--- config.mk ---
export PLATFORM = sky130hd
export DESIGN_NAME = dma_irq_aggregator
export DESIGN_NICKNAME = d
export VERILOG_FILES = /design/src/rtl/dma_irq_pkg.sv /design/src/rtl/dma_irq_src_bank.sv /design/src/rtl/dma_irq_reg_port.sv /design/src/rtl/dma_irq_combine.sv /design/src/rtl/dma_irq_aggregator.sv
export SDC_FILE = /design/constraint.sdc
export NUM_CORES = 1
export LEC_CHECK = 0
export ABC_AREA = 1
export CORE_AREA = 2 2 130 132
export CTS_CLUSTER_SIZE = 28
export DETAILED_ROUTE_END_ITERATION = 16
export DIE_AREA = 0 0 132 134
export HOLD_SLACK_MARGIN = 0.05
export PLACE_DENSITY = 0.72
export SLEW_MARGIN = 25
export SYNTH_ARGS = -nofsm -noshare
export SYNTH_HDL_FRONTEND = slang
export SYNTH_SLANG_ARGS = --single-unit
--- constraint.sdc ---
create_clock -name clk -period 1.4 [get_ports clk]
set_input_delay 0.28 -clock clk [delete_from_list [all_inputs] [get_ports clk]]
set_output_delay 0.28 -clock clk [all_outputs]
set_load 0.05 [all_outputs]
--- src/rtl/dma_irq_pkg.sv ---
package dma_irq_pkg;

    localparam int NUM_CLASSES = 3;

    typedef enum logic [1:0] {
        CLS_DONE = 2'd0,
        CLS_ERRA = 2'd1,
        CLS_ERRB = 2'd2
    } evt_class_e;

    typedef enum logic [0:0] {
        ACC_IDLE  = 1'b0,
        ACC_RDATA = 1'b1
    } acc_state_e;

    localparam logic [11:0] OFS_SUMMARY = 12'h000;

    localparam logic [11:0] OFS_STAT [NUM_CLASSES] = '{12'h004, 12'h00C, 12'h010};
    localparam logic [11:0] OFS_EN   [NUM_CLASSES] = '{12'h018, 12'h020, 12'h024};
    localparam logic [11:0] OFS_RAW  [NUM_CLASSES] = '{12'h600, 12'h608, 12'h610};

endpackage

--- src/rtl/dma_irq_src_bank.sv ---
module dma_irq_src_bank #(
    parameter int NUM_CH = 16
) (
    input  logic              clk,
    input  logic              rst_n,
    input  logic [NUM_CH-1:0] evt,
    input  logic              clr_we,
    input  logic              en_we,
    input  logic [NUM_CH-1:0] wbits,
    output logic [NUM_CH-1:0] raw,
    output logic [NUM_CH-1:0] en,
    output logic [NUM_CH-1:0] masked
);

    logic [NUM_CH-1:0] clr_vec;

    always_comb begin
        clr_vec = clr_we ? wbits : '0;
    end

    always_ff @(posedge clk or negedge rst_n) begin
        if (!rst_n) begin
            raw <= '0;
        end else begin
            raw <= (raw & ~clr_vec) | evt;
        end
    end

    always_ff @(posedge clk or negedge rst_n) begin
        if (!rst_n) begin
            en <= '0;
        end else if (en_we) begin
            en <= wbits;
        end
    end

    always_comb begin
        masked = raw & en;
    end


    evt_latch_chk: assert property (@(posedge clk) disable iff (!rst_n)
        (evt != '0) |=> ((raw & $past(evt)) == $past(evt)));


    no_spurious_set_chk: assert property (@(posedge clk) disable iff (!rst_n)
        1'b1 |=> ((raw & ~$past(raw) & ~$past(evt)) == '0));


    clear_chk: assert property (@(posedge clk) disable iff (!rst_n)
        (clr_we && ((wbits & ~evt) != '0)) |=> ((raw & $past(wbits & ~evt)) == '0));


    en_hold_chk: assert property (@(posedge clk) disable iff (!rst_n)
        !en_we |=> $stable(en));

endmodule

--- src/rtl/dma_irq_reg_port.sv ---
module dma_irq_reg_port
    import dma_irq_pkg::*;
#(
    parameter int NUM_CH = 16,
    parameter int ADDR_W = 12,
    parameter int DATA_W = 32
) (
    input  logic                               clk,
    input  logic                               rst_n,
    input  logic                               req,
    input  logic                               wr,
    input  logic [ADDR_W-1:0]                  addr,
    input  logic [DATA_W-1:0]                  wdata,
    input  logic [NUM_CLASSES-1:0][NUM_CH-1:0] raw,
    input  logic [NUM_CLASSES-1:0][NUM_CH-1:0] en,
    input  logic [NUM_CLASSES-1:0][NUM_CH-1:0] masked,
    input  logic [NUM_CH-1:0]                  summary,
    output logic [NUM_CLASSES-1:0]             clr_we,
    output logic [NUM_CLASSES-1:0]             en_we,
    output logic [NUM_CH-1:0]                  wbits,
    output logic [DATA_W-1:0]                  rdata,
    output logic                               rvalid
);

    acc_state_e        state_q, state_d;
    logic              rd_req, wr_req;
    logic [DATA_W-1:0] rd_val;

    always_comb begin
        rd_req = req && !wr;
        wr_req = req && wr;
        wbits  = wdata[NUM_CH-1:0];
    end

    for (genvar c = 0; c < NUM_CLASSES; c++) begin : g_dec
        always_comb begin
            clr_we[c] = wr_req && (addr == ADDR_W'(OFS_RAW[c]));
            en_we[c]  = wr_req && (addr == ADDR_W'(OFS_EN[c]));
        end
    end

    always_comb begin
        rd_val = '0;
        if (addr == ADDR_W'(OFS_SUMMARY)) begin
            rd_val = DATA_W'(summary);
        end
        for (int c = 0; c < NUM_CLASSES; c++) begin
            if (addr == ADDR_W'(OFS_STAT[c])) rd_val = DATA_W'(masked[c]);
            if (addr == ADDR_W'(OFS_EN[c]))   rd_val = DATA_W'(en[c]);
            if (addr == ADDR_W'(OFS_RAW[c]))  rd_val = DATA_W'(raw[c]);
        end
    end

    always_ff @(posedge clk or negedge rst_n) begin
        if (!rst_n) begin
            state_q <= ACC_IDLE;
        end else begin
            state_q <= state_d;
        end
    end

    always_comb begin
        state_d = state_q;
        unique case (state_q)
            ACC_IDLE:  if (rd_req) state_d = ACC_RDATA;
            ACC_RDATA: state_d = rd_req ? ACC_RDATA : ACC_IDLE;
            default:   state_d = ACC_IDLE;
        endcase
    end

    always_ff @(posedge clk or negedge rst_n) begin
        if (!rst_n) begin
            rdata <= '0;
        end else if (rd_req) begin
            rdata <= rd_val;
        end
    end

    always_comb begin
        rvalid = (state_q == ACC_RDATA);
    end


    rvalid_follow_chk: assert property (@(posedge clk) disable iff (!rst_n)
        rd_req |=> rvalid);


    rvalid_drop_chk: assert property (@(posedge clk) disable iff (!rst_n)
        !rd_req |=> !rvalid);


    write_decode_chk: assert property (@(posedge clk) disable iff (!rst_n)
        $onehot0({clr_we, en_we}));

endmodule

--- src/rtl/dma_irq_combine.sv ---
module dma_irq_combine
    import dma_irq_pkg::*;
#(
    parameter int NUM_CH = 16
) (
    input  logic [NUM_CLASSES-1:0][NUM_CH-1:0] masked,
    output logic [NUM_CH-1:0]                  summary,
    output logic                               irq
);

    always_comb begin
        summary = '0;
        for (int c = 0; c < NUM_CLASSES; c++) begin
            summary = summary | masked[c];
        end
        irq = |summary;
    end

endmodule

--- src/rtl/dma_irq_aggregator.sv ---
module dma_irq_aggregator
    import dma_irq_pkg::*;
#(
    parameter int NUM_CH = 16,
    parameter int ADDR_W = 12,
    parameter int DATA_W = 32
) (
    input  logic              clk,
    input  logic              rst_n,
    input  logic [NUM_CH-1:0] evt_done_i,
    input  logic [NUM_CH-1:0] evt_erra_i,
    input  logic [NUM_CH-1:0] evt_errb_i,
    input  logic              rd_req_i,
    input  logic              rd_wr_i,
    input  logic [ADDR_W-1:0] rd_addr_i,
    input  logic [DATA_W-1:0] rd_wdata_i,
    output logic [DATA_W-1:0] rd_data_o,
    output logic              rd_valid_o,
    output logic              irq_o
);

    logic [NUM_CLASSES-1:0][NUM_CH-1:0] evt_all;
    logic [NUM_CLASSES-1:0][NUM_CH-1:0] raw_all;
    logic [NUM_CLASSES-1:0][NUM_CH-1:0] en_all;
    logic [NUM_CLASSES-1:0][NUM_CH-1:0] masked_all;
    logic [NUM_CLASSES-1:0]             clr_we;
    logic [NUM_CLASSES-1:0]             en_we;
    logic [NUM_CH-1:0]                  wbits;
    logic [NUM_CH-1:0]                  summary;

    always_comb begin
        evt_all[CLS_DONE] = evt_done_i;
        evt_all[CLS_ERRA] = evt_erra_i;
        evt_all[CLS_ERRB] = evt_errb_i;
    end

    for (genvar c = 0; c < NUM_CLASSES; c++) begin : g_bank
        dma_irq_src_bank #(.NUM_CH(NUM_CH)) bank_i (
            .clk    (clk),
            .rst_n  (rst_n),
            .evt    (evt_all[c]),
            .clr_we (clr_we[c]),
            .en_we  (en_we[c]),
            .wbits  (wbits),
            .raw    (raw_all[c]),
            .en     (en_all[c]),
            .masked (masked_all[c])
        );
    end

    dma_irq_combine #(.NUM_CH(NUM_CH)) comb_i (
        .masked  (masked_all),
        .summary (summary),
        .irq     (irq_o)
    );

    dma_irq_reg_port #(
        .NUM_CH (NUM_CH),
        .ADDR_W (ADDR_W),
        .DATA_W (DATA_W)
    ) port_i (
        .clk     (clk),
        .rst_n   (rst_n),
        .req     (rd_req_i),
        .wr      (rd_wr_i),
        .addr    (rd_addr_i),
        .wdata   (rd_wdata_i),
        .raw     (raw_all),
        .en      (en_all),
        .masked  (masked_all),
        .summary (summary),
        .clr_we  (clr_we),
        .en_we   (en_we),
        .wbits   (wbits),
        .rdata   (rd_data_o),
        .rvalid  (rd_valid_o)
    );


    irq_needs_raw_chk: assert property (@(posedge clk) disable iff (!rst_n)
        irq_o |-> (raw_all != '0));


    irq_masked_off_chk: assert property (@(posedge clk) disable iff (!rst_n)
        (en_all == '0) |-> !irq_o);

endmodule

== Yosys cells after proc, flatten, opt, wreduce, memory -nomap -nowiden ==
Cells that the tools add are included.

* Bitwise operators: 14
* Multiplexer cells: 14
* Reduce and logical (&&, ||, !) cells: 11
* Equal/unequal tests: 9

{| class="wikitable"
|+ Operators by type and width
! kind !! number
|-
| $mux W16 || 13
|-
| $and A16 B16 Y16 || 6
|-
| $or A16 B16 Y16 || 5
|-
| $not A16 Y16 || 3
|-
| $eq A12 B11 Y1 const B || 3
|-
| $eq A12 B5 Y1 const B || 2
|-
| $eq A12 B6 Y1 const B || 2
|-
| $reduce_or A16 Y1 || 1
|-
| $eq A12 B3 Y1 const B || 1
|-
| $eq A12 B4 Y1 const B || 1
|-
| $logic_not A12 Y1 || 1
|-
| $logic_and A1 B1 Y1 || 8
|-
| $logic_not A1 Y1 || 1
|-
| $mux W1 || 1
|}

* Logic and storage cells: 56
* Output and inout port bits: 34
* Flip-flop bits (word level): 129

== Depth between registers and ports, before layout ==
Gate-level depths: netlist of the first run.

* Depth after elaboration: 13
* Mapped depth: 14
* Gate-level depth less buffers: 14

== Modules after synthesis ==
A second synthesis of the first run with hierarchy kept.

* Cell total of the unflattened synthesis: 1184
* Area total of the unflattened synthesis: 7557.2 um2

{| class="wikitable"
|+ Modules (own cells, without submodules)
! module !! cells an instance !! seq. area each (um2) !! instances !! area each (um2)
|-
| dma_irq_src_bank || 181 || 800.8 || 3 || 1418.9
|-
| dma_irq_reg_port || 578 || 425.4 || 1 || 3061.7
|-
| dma_irq_combine || 63 || 0.0 || 1 || 239.0
|}

== Worst setup path after synthesis of the first run ==
No wires, ideal clock.

* Kind: register to output
* Start point: reg g_bank[1].bank_i.raw[11]
* End point: out irq_o
* Buffers on the path: 0
* Arrival time: 1.310 ns
* Data required time: 1.120 ns
* Setup slack: -0.190 ns
* Stages on the path, launching flop included: 5
* Cells stage by stage: dfrtp_1 nand2_1 nand3_1 nor4_1 nand4_1

* Cells in the longest elaborated chain, start to end: 4

{| class="wikitable"
|+ RTL lines
! what !! RTL line !! RTL
|-
| start, declared || dma_irq_src_bank.sv:10 || <nowiki>output logic [NUM_CH-1:0] raw,</nowiki>
|-
| start signal, assigned || dma_irq_src_bank.sv:25 || <nowiki>raw <= (raw & ~clr_vec) | evt;</nowiki>
|-
| $and A16 B16 Y16 || dma_irq_src_bank.sv:38 || <nowiki>masked = raw & en;</nowiki>
|-
| $or A16 B16 Y16 (2 in series) || dma_irq_combine.sv:14 || <nowiki>summary = summary | masked[c];</nowiki>
|-
| $reduce_or A16 Y1 || dma_irq_combine.sv:16 || <nowiki>irq = |summary;</nowiki>
|-
| end, declared || dma_irq_aggregator.sv:19 || <nowiki>output logic irq_o</nowiki>
|}

No other way between the ends.

== Worst setup path in the final report of the first run ==
* Start point: reg g_bank[1].bank_i.raw[5]
* End point: out irq_o

The elaborated chain is that of the path after synthesis.

==> summary.json, run 1 <==
{
  "sta": {
    "max_freq_mhz": 473.2,
    "min_period_ns": 2.113,
    "setup_tns_ns": -2.090,
    "timing.clock.skew_ns": 0.009441,
    "timing.final.hold_violations": 0,
    "finalSetupViolations": 19,
    "period_share_pct": 150.9,
    "final_hold_slack_ns": 0.3181,
    "grt_setup_unrepaired": "yes",
    "finalMaxSlewViolations": 0,
    "finalWorstSetupSlack_ns": -0.7131
  },
  "worst_setup_path": {
    "critPathArrivalTime_ns": 1.83,
    "critPathTopFamily": "simple AND/OR/NAND/NOR gates",
    "worstPathBufferInverterCount": 1,
    "crit_path_cell_trace": "nand2_2 > nand3_4 > nor4_2 > nand4_1 > buf_6",
    "worst_r2r_path_depth": 12,
    "crit_path_max_incr_delay_ns": 0.41,
    "required_ns": 1.12,
    "criticalPathCategory": "reg2out",
    "regToRegStartpoint": "g_bank[2].bank_i.raw[4]",
    "crit_path_max_fanout": 2,
    "worst_setup_path_start_kind": "register",
    "element_type_at_the_critical_path_end": "output port",
    "ff2ff_setup_slack_ns": -0.12,
    "critical_path.reg2reg.endpoint": "port_i.rdata[4]",
    "critical_path.startpoint": "g_bank[1].bank_i.raw[5]",
    "cp_slowest_cell": "dfrtp_1"
  },
  "clocking": {
    "htreeDepth": 4,
    "clockRootBuffer": "clkbuf_16",
    "max-clock-path-buffers": 2,
    "cts.clk_slew.worst_paths_ns": 0.06,
    "tritoncts": "done",
    "cts.sink_count": 113,
    "clk_latency_ns": 0.43,
    "numCtsBuffers": 17
  },
  "final_layout": {
    "syn2layout_area_growth_pct": 66.06,
    "finalCoreUtilization_pct": 67.00,
    "design_area_mm2": 0.01091,
    "post_route_cells_drive_above_1_share_pct": 33.68,
    "final.fill_count": 1227,
    "multiInputGateArea_mm2": 0.003782,
    "nets": 1319,
    "number_of_diodes_added_for_antenna_fixing": 0,
    "area.sequential_mm2": 0.002828
  },
  "synthesis": {
    "post-synth-top-area-fraction_pct": 43.02,
    "synth.area.top_cells": "dfrtp_1 (43%), nand2_1 (16%), nand3_1 (9.6%)",
    "synthTopCellsByCount": "nand2_1 (287), inv_1 (131), nand3_1 (126)",
    "async_reset_ff_share_pct": 100.0,
    "yosys_register_bits": 113,
    "synthDistinctLibCells": 28,
    "synth_top_cell_by_area": "dfrtp_1",
    "syn-instance-count": 941,
    "number_of_flops_mapped_to_enable_cells_by_yosys": 0,
    "yosys_warnings": 0,
    "syn_area_per_cell_um2": 6.985,
    "seq_area_frac_synth_pct": 43.02,
    "synth.cell_area_mm2": 0.006573,
    "synth_most_common_cell": "nand2_1",
    "yosys_most_used_dff": "dfrtp_1"
  },
  "detailed_routing": {
    "dr.pass1.iters": 5,
    "drt_drc_violations_left": 0,
    "routed_wire_length_per_instance_um": 17.19,
    "wirelength_um": 25010,
    "detail-route-antenna-nets": 0,
    "vias_per_cell": 5.363,
    "drt_iter0_drc": 950,
    "routed-via-count": 7803
  },
  "status": {
    "violations": "setup timing",
    "outcome": "finished, violations left"
  },
  "global_route": {
    "grt_pass1_wl_um": 36380,
    "maximum_number_of_pins_on_one_net_before_global_route_repair": 31,
    "grt_remaining_overflow": 0,
    "all_layer_gr_usage_pct": 26.47,
    "via_count_of_the_first_global_routing_pass": 7073,
    "grt_antenna_before_repair": 0
  },
  "placement": {
    "io_buffer_count": 97,
    "dp.final_hpwl_um": 15520,
    "placed_area_mm2": 0.009200,
    "finalWeightedCongestion": 0.9354
  },
  "pwr": {
    "power.static_leakage_nw": 5.468,
    "ir_worst_vdd_mv": 0.8585,
    "power_density_mw_per_mm2": 763.3,
    "post_route_total_power_w": 0.008331
  },
  "floorplanning": {
    "die_w_um": 132,
    "initial_cell_density_of_the_core_pct": 40.35,
    "die_area_mm2": 0.01769,
    "io_pins": 130,
    "placement_rows": 47,
    "die-height_um": 134,
    "core_region_area_mm2": 0.01629
  },
  "hold_path": {
    "hp-class": "in2async"
  },
  "run": {
    "maxCapViolCount": 0
  }
}
## registers in the layout, indices dropped and copies added, names as in the netlist
signal / flops
g_bank.bank_i.en: 48
g_bank.bank_i.raw: 48
port_i.rdata: 16
port_i.rvalid: 1
## metal layers
layer | track usage, % | part of all wire (%) | up-vias
li1 | - | - | 3550
met1 | 35.24 | 40 | 3591
met2 | 41.72 | 45 | 538
met3 | 6.727 | 11 | 124
met4 | 10.08 | 4.7 | 0
met5 | 0 | 0 | -
## layout make-up
| cell class | instances | area share [%] |
|---|---|---|
| Multi-Input combinational cell | 662 | 34.66 |
| Timing Repair Buffer | 293 | 26.78 |
| Sequential cell | 113 | 25.91 |
| Inverter | 136 | 4.884 |
| Clock buffer | 22 | 4.253 |
| Tap cell | 220 | 2.522 |
| Clock inverter | 9 | 0.9974 |
## cell usage in the layout, fill, tap and decap left out, types with 6 or more instances in the layout
master and n:
o21ai_1 54, nand3_4 14, buf_12 33, clkbuf_16 18
conb_1 16, o21ai_0 61, clkdlybuf4s50_1 66, nor2_1 38
inv_1 129, nand4_1 18, o21ai_2 7, or2_1 6
buf_4 154, nand2_4 7, nand3_1 76, buf_6 28
nand3_2 40, nand2_2 58, nor2_4 11, nand2_1 224
nor2_2 7, dfrtp_1 113
## worst register-to-register path, delay by kind of cell (launching register included)
| family | cells | cell delay [ns] |
|---|---|---|
| simple gates | 10 | 0.76 |
| flops | 1 | 0.39 |
| buf+inv | 2 | 0.25 |
## report_power, final
part	internal [W]	leakage, nW	switching, W	total [W]
Clock	0.00269	0.268	0.00154	0.00423
Combinational	0.000348	3.87	0.000469	0.000817
Sequential	0.00327	1.33	0.00000410	0.00328
## kinds of logic (layout without fill, tap and decap cells)
logic type             after synthesis  count (layout)  share of synthesized area (%)
buffers and inverters              184             460                          11.88
DFF                                113             113                          43.02
AOI/OAI and AO/OA                  127             127                          9.823
and+or+nand+nor                    516             519                          35.22
other                                1              16                        0.05706
## how the worst max path moves through the flow
| stage | endpoint | slack (ns) | depth (start not counted) |
|---|---|---|---|
| 6_report | irq_o | -0.71 | 5 |
| 3_3_place_gp | g_bank[2].bank_i.raw[15] | -0.80 | 9 |
| 5_1_grt | irq_o | -0.72 | 5 |
| 2_1_floorplan | irq_o | -0.18 | 4 |
| 3_5_place_dp | g_bank[2].bank_i.raw[15] | -0.84 | 9 |
| 4_1_cts | irq_o | -0.60 | 5 |
## stage by stage
step,setup WS [ns],std cells
after floorplan,-0.1796,956
after global placement,-0.8042,1380
after detailed placement,-0.8420,1380
after CTS,-0.6007,1442
after global routing,-0.7182,1455
final,-0.7131,1455
## what timing repair did
item,4_1_cts,5_1_grt
endpoints found under the hold margin,18,0
pin swaps,43,65
hold buffers,1,0
endpoints found under the setup margin,113,55
buffers inserted,27,13
gates cloned,4,3
gates resized for setup,129,130
Note: power is estimated with default switching activity, not from simulation.
==> run 2: changes to the inputs <==
Settings changed: GPL_ROUTABILITY_DRIVEN set to 1.
Clock period 1.4 ns to 2.1 ns, I/O delays scaled along.
==> run 2 against run 1 <==
The flow still finishes with violations (setup timing). Critical endpoint unchanged. Clock skew is 0.00061 ns lower. Sequential share of layout area increased by 4.7 points. Total power is 34% lower. Clock-buffer cell count down 3. Final cell count decreased by 7.4%. Clock power decreased by 33%. Die area is the same.
==> summary.json, run 2 (same netlist as run 1, synthesis figures left out) <==
{
  "sta": {
    "period_share_pct": 103.8,
    "finalWorstSetupSlack_ns": -0.07920,
    "finalMaxSlewViolations": 0,
    "finalSetupViolations": 1,
    "timing.final.hold_violations": 0,
    "final_hold_slack_ns": 0.4283,
    "max_slew_margin_pct": 66.40,
    "timing.clock.skew_ns": 0.008834,
    "min_period_ns": 2.179,
    "grt_setup_unrepaired": "yes",
    "max_freq_mhz": 458.9,
    "worst_pin_slew_ns": 0.5025
  },
  "global_route": {
    "grt_pass1_wl_um": 33150,
    "grt_remaining_overflow": 0,
    "maximum_number_of_pins_on_one_net_before_global_route_repair": 52,
    "grt_antenna_before_repair": 0,
    "via_count_of_the_first_global_routing_pass": 6481,
    "all_layer_gr_usage_pct": 23.99
  },
  "detailed_routing": {
    "drt_iter0_drc": 602,
    "dr.pass1.iters": 5,
    "vias_per_cell": 4.961,
    "detail-route-antenna-nets": 0,
    "routed_wire_length_per_instance_um": 14.89,
    "wirelength_um": 20060,
    "drt_drc_violations_left": 0,
    "routed-via-count": 6683
  },
  "pwr": {
    "ir_worst_vdd_mv": 0.5682,
    "power_density_mw_per_mm2": 591.6,
    "power.static_leakage_nw": 4.617
  },
  "worst_setup_path": {
    "crit_path_max_fanout": 4,
    "required_ns": 1.68,
    "critical_path.startpoint": "g_bank[0].bank_i.raw[12]",
    "regToRegStartpoint": "g_bank[2].bank_i.raw[1]",
    "crit_path_cell_trace": "nand2_1 > nand3_2 > nor4_2 > nand4_1 > buf_6",
    "element_type_at_the_critical_path_end": "output port",
    "worst_setup_path_start_kind": "register",
    "worstPathBufferInverterCount": 1,
    "critPathTopFamily": "simple AND/OR/NAND/NOR gates",
    "crit_path_max_incr_delay_ns": 0.43,
    "cp_slowest_cell": "dfrtp_1",
    "critPathArrivalTime_ns": 1.76,
    "criticalPathCategory": "reg2out"
  },
  "status": {
    "violations": "setup timing",
    "outcome": "finished, violations left"
  },
  "clocking": {
    "clk_latency_ns": 0.43,
    "cts.sink_count": 113,
    "max-clock-path-buffers": 2,
    "numCtsBuffers": 17,
    "cts.clk_slew.worst_paths_ns": 0.05,
    "htreeDepth": 4,
    "tritoncts": "done",
    "clockRootBuffer": "clkbuf_16"
  },
  "final_layout": {
    "number_of_diodes_added_for_antenna_fixing": 0,
    "post_route_cells_drive_above_1_share_pct": 16.06,
    "final.fill_count": 1535,
    "most-common-layout-cells": "nand2_1 (270), inv_1 (131), nand3_1 (113), dfrtp_1 (113), clkdlybuf4s50_1 (95)",
    "area.sequential_mm2": 0.002828,
    "syn2layout_area_growth_pct": 40.45,
    "design_area_mm2": 0.009231,
    "nets": 1210,
    "layoutNonFillerInstCount": 1347,
    "multiInputGateArea_mm2": 0.003172,
    "commonest_non_fill_non_tap_cell_in_the_layout": "nand2_1",
    "largest_registers_ranked_by_flip_flop_count": "g_bank.bank_i.en: 48 flops, g_bank.bank_i.raw: 48 flops, port_i.rdata: 16 flops"
  },
  "floorplanning": {
    "die_area_mm2": 0.01769,
    "die_w_um": 132,
    "initial_cell_density_of_the_core_pct": 40.35,
    "die-height_um": 134,
    "core_region_area_mm2": 0.01629,
    "io_pins": 130,
    "placement_rows": 47
  },
  "placement": {
    "finalWeightedCongestion": 0.8986,
    "dp.final_hpwl_um": 14380,
    "io_buffer_count": 97,
    "placed_cells_incl_taps": 1285,
    "placed_area_mm2": 0.008263
  },
  "hold_path": {
    "hp-class": "in2async"
  },
  "run": {
    "maxCapViolCount": 0
  }
}
run 2: cell types whose count changed in the layout (fill, tap and decap cells not counted), sizes merged, moves of 2 or more:
cell           previous run  this run
buf                     220        91
clkdlybuf4s50            66        95
clkbuf                   24        19
clkdlybuf4s15             4         0
clkinv                    4         6
nand2                   293       291
run 2: path summary, 6_finish.rpt:
kind                                          end  slack, ns  cells past startpoint
setup / recovery                            irq_o      -0.08                      5
hold / removal             g_bank[0].bank_i.en[1]       0.43                      2
setup reg to reg                  port_i.rdata[1]       0.47                     10
hold reg to reg                   port_i.rdata[4]       0.47                      2
max in group asynchronous  g_bank[2].bank_i.en[2]       1.09                      3
min in group clk                  port_i.rdata[4]       0.47                      2
run 2: layer usage:
metal | global-route usage [%] | wire length [um]
met2 | 37.09 | 8991
met1 | 33.70 | 9431
met4 | 7.850 | 341
met3 | 5.026 | 1292
met5 | 0 | 0
run 2: stage by stage:
stage	utilization [%]	TNS (ns)	setup slack [ns]	power (W)
after floorplan	-	0	0.3704	0.002416
after CTS	56.54	-0.05687	-0.05687	0.005483
after global placement	50.73	-9.701	-0.2247	0.002667
final	56.67	-0.07920	-0.07920	0.005461
after detailed placement	50.73	-11.73	-0.2929	0.002668
after global routing	56.67	-0.1392	-0.1392	0.005626
run 2: worst reg2reg max path: stages (launching register included):
cell and delay, ns:
dfrtp_1 0.40, nand2_1 0.14, nand3_1 0.15, nand3_1 0.12, nand2_1 0.06, nor2_1 0.10
nand4_1 0.10, nor2_1 0.22, nand4_1 0.11, nand2_1 0.07, nand2_1 0.04
run 2: cell type report:
class                   instances  share of cell area, %
clock buffers                  19                  4.798
clock inverters                13                  1.504
inverters                     136                  5.530
multi-input cells             659                  34.36
flip-flops and latches        113                  30.63
well taps                     220                  2.982
repair buffers                187                  20.20
run 2: power by group:
| part | total, W | internal (W) | switching [W] |
|---|---|---|---|
| Sequential | 0.00219 | 0.00218 | 0.00000247 |
| Combinational | 0.000451 | 0.000192 | 0.000259 |
| Clock | 0.00282 | 0.00177 | 0.00106 |
run 2: timing repair:
| item | CTS | global route |
|---|---|---|
| hold buffers | 1 | 0 |
| setup buffers | 28 | 1 |
| pin swaps | 11 | 2 |
| endpoints found under the setup margin | 1 | 3 |
| endpoints found under the hold margin | 21 | 0 |
| gates resized for setup | 36 | 4 |
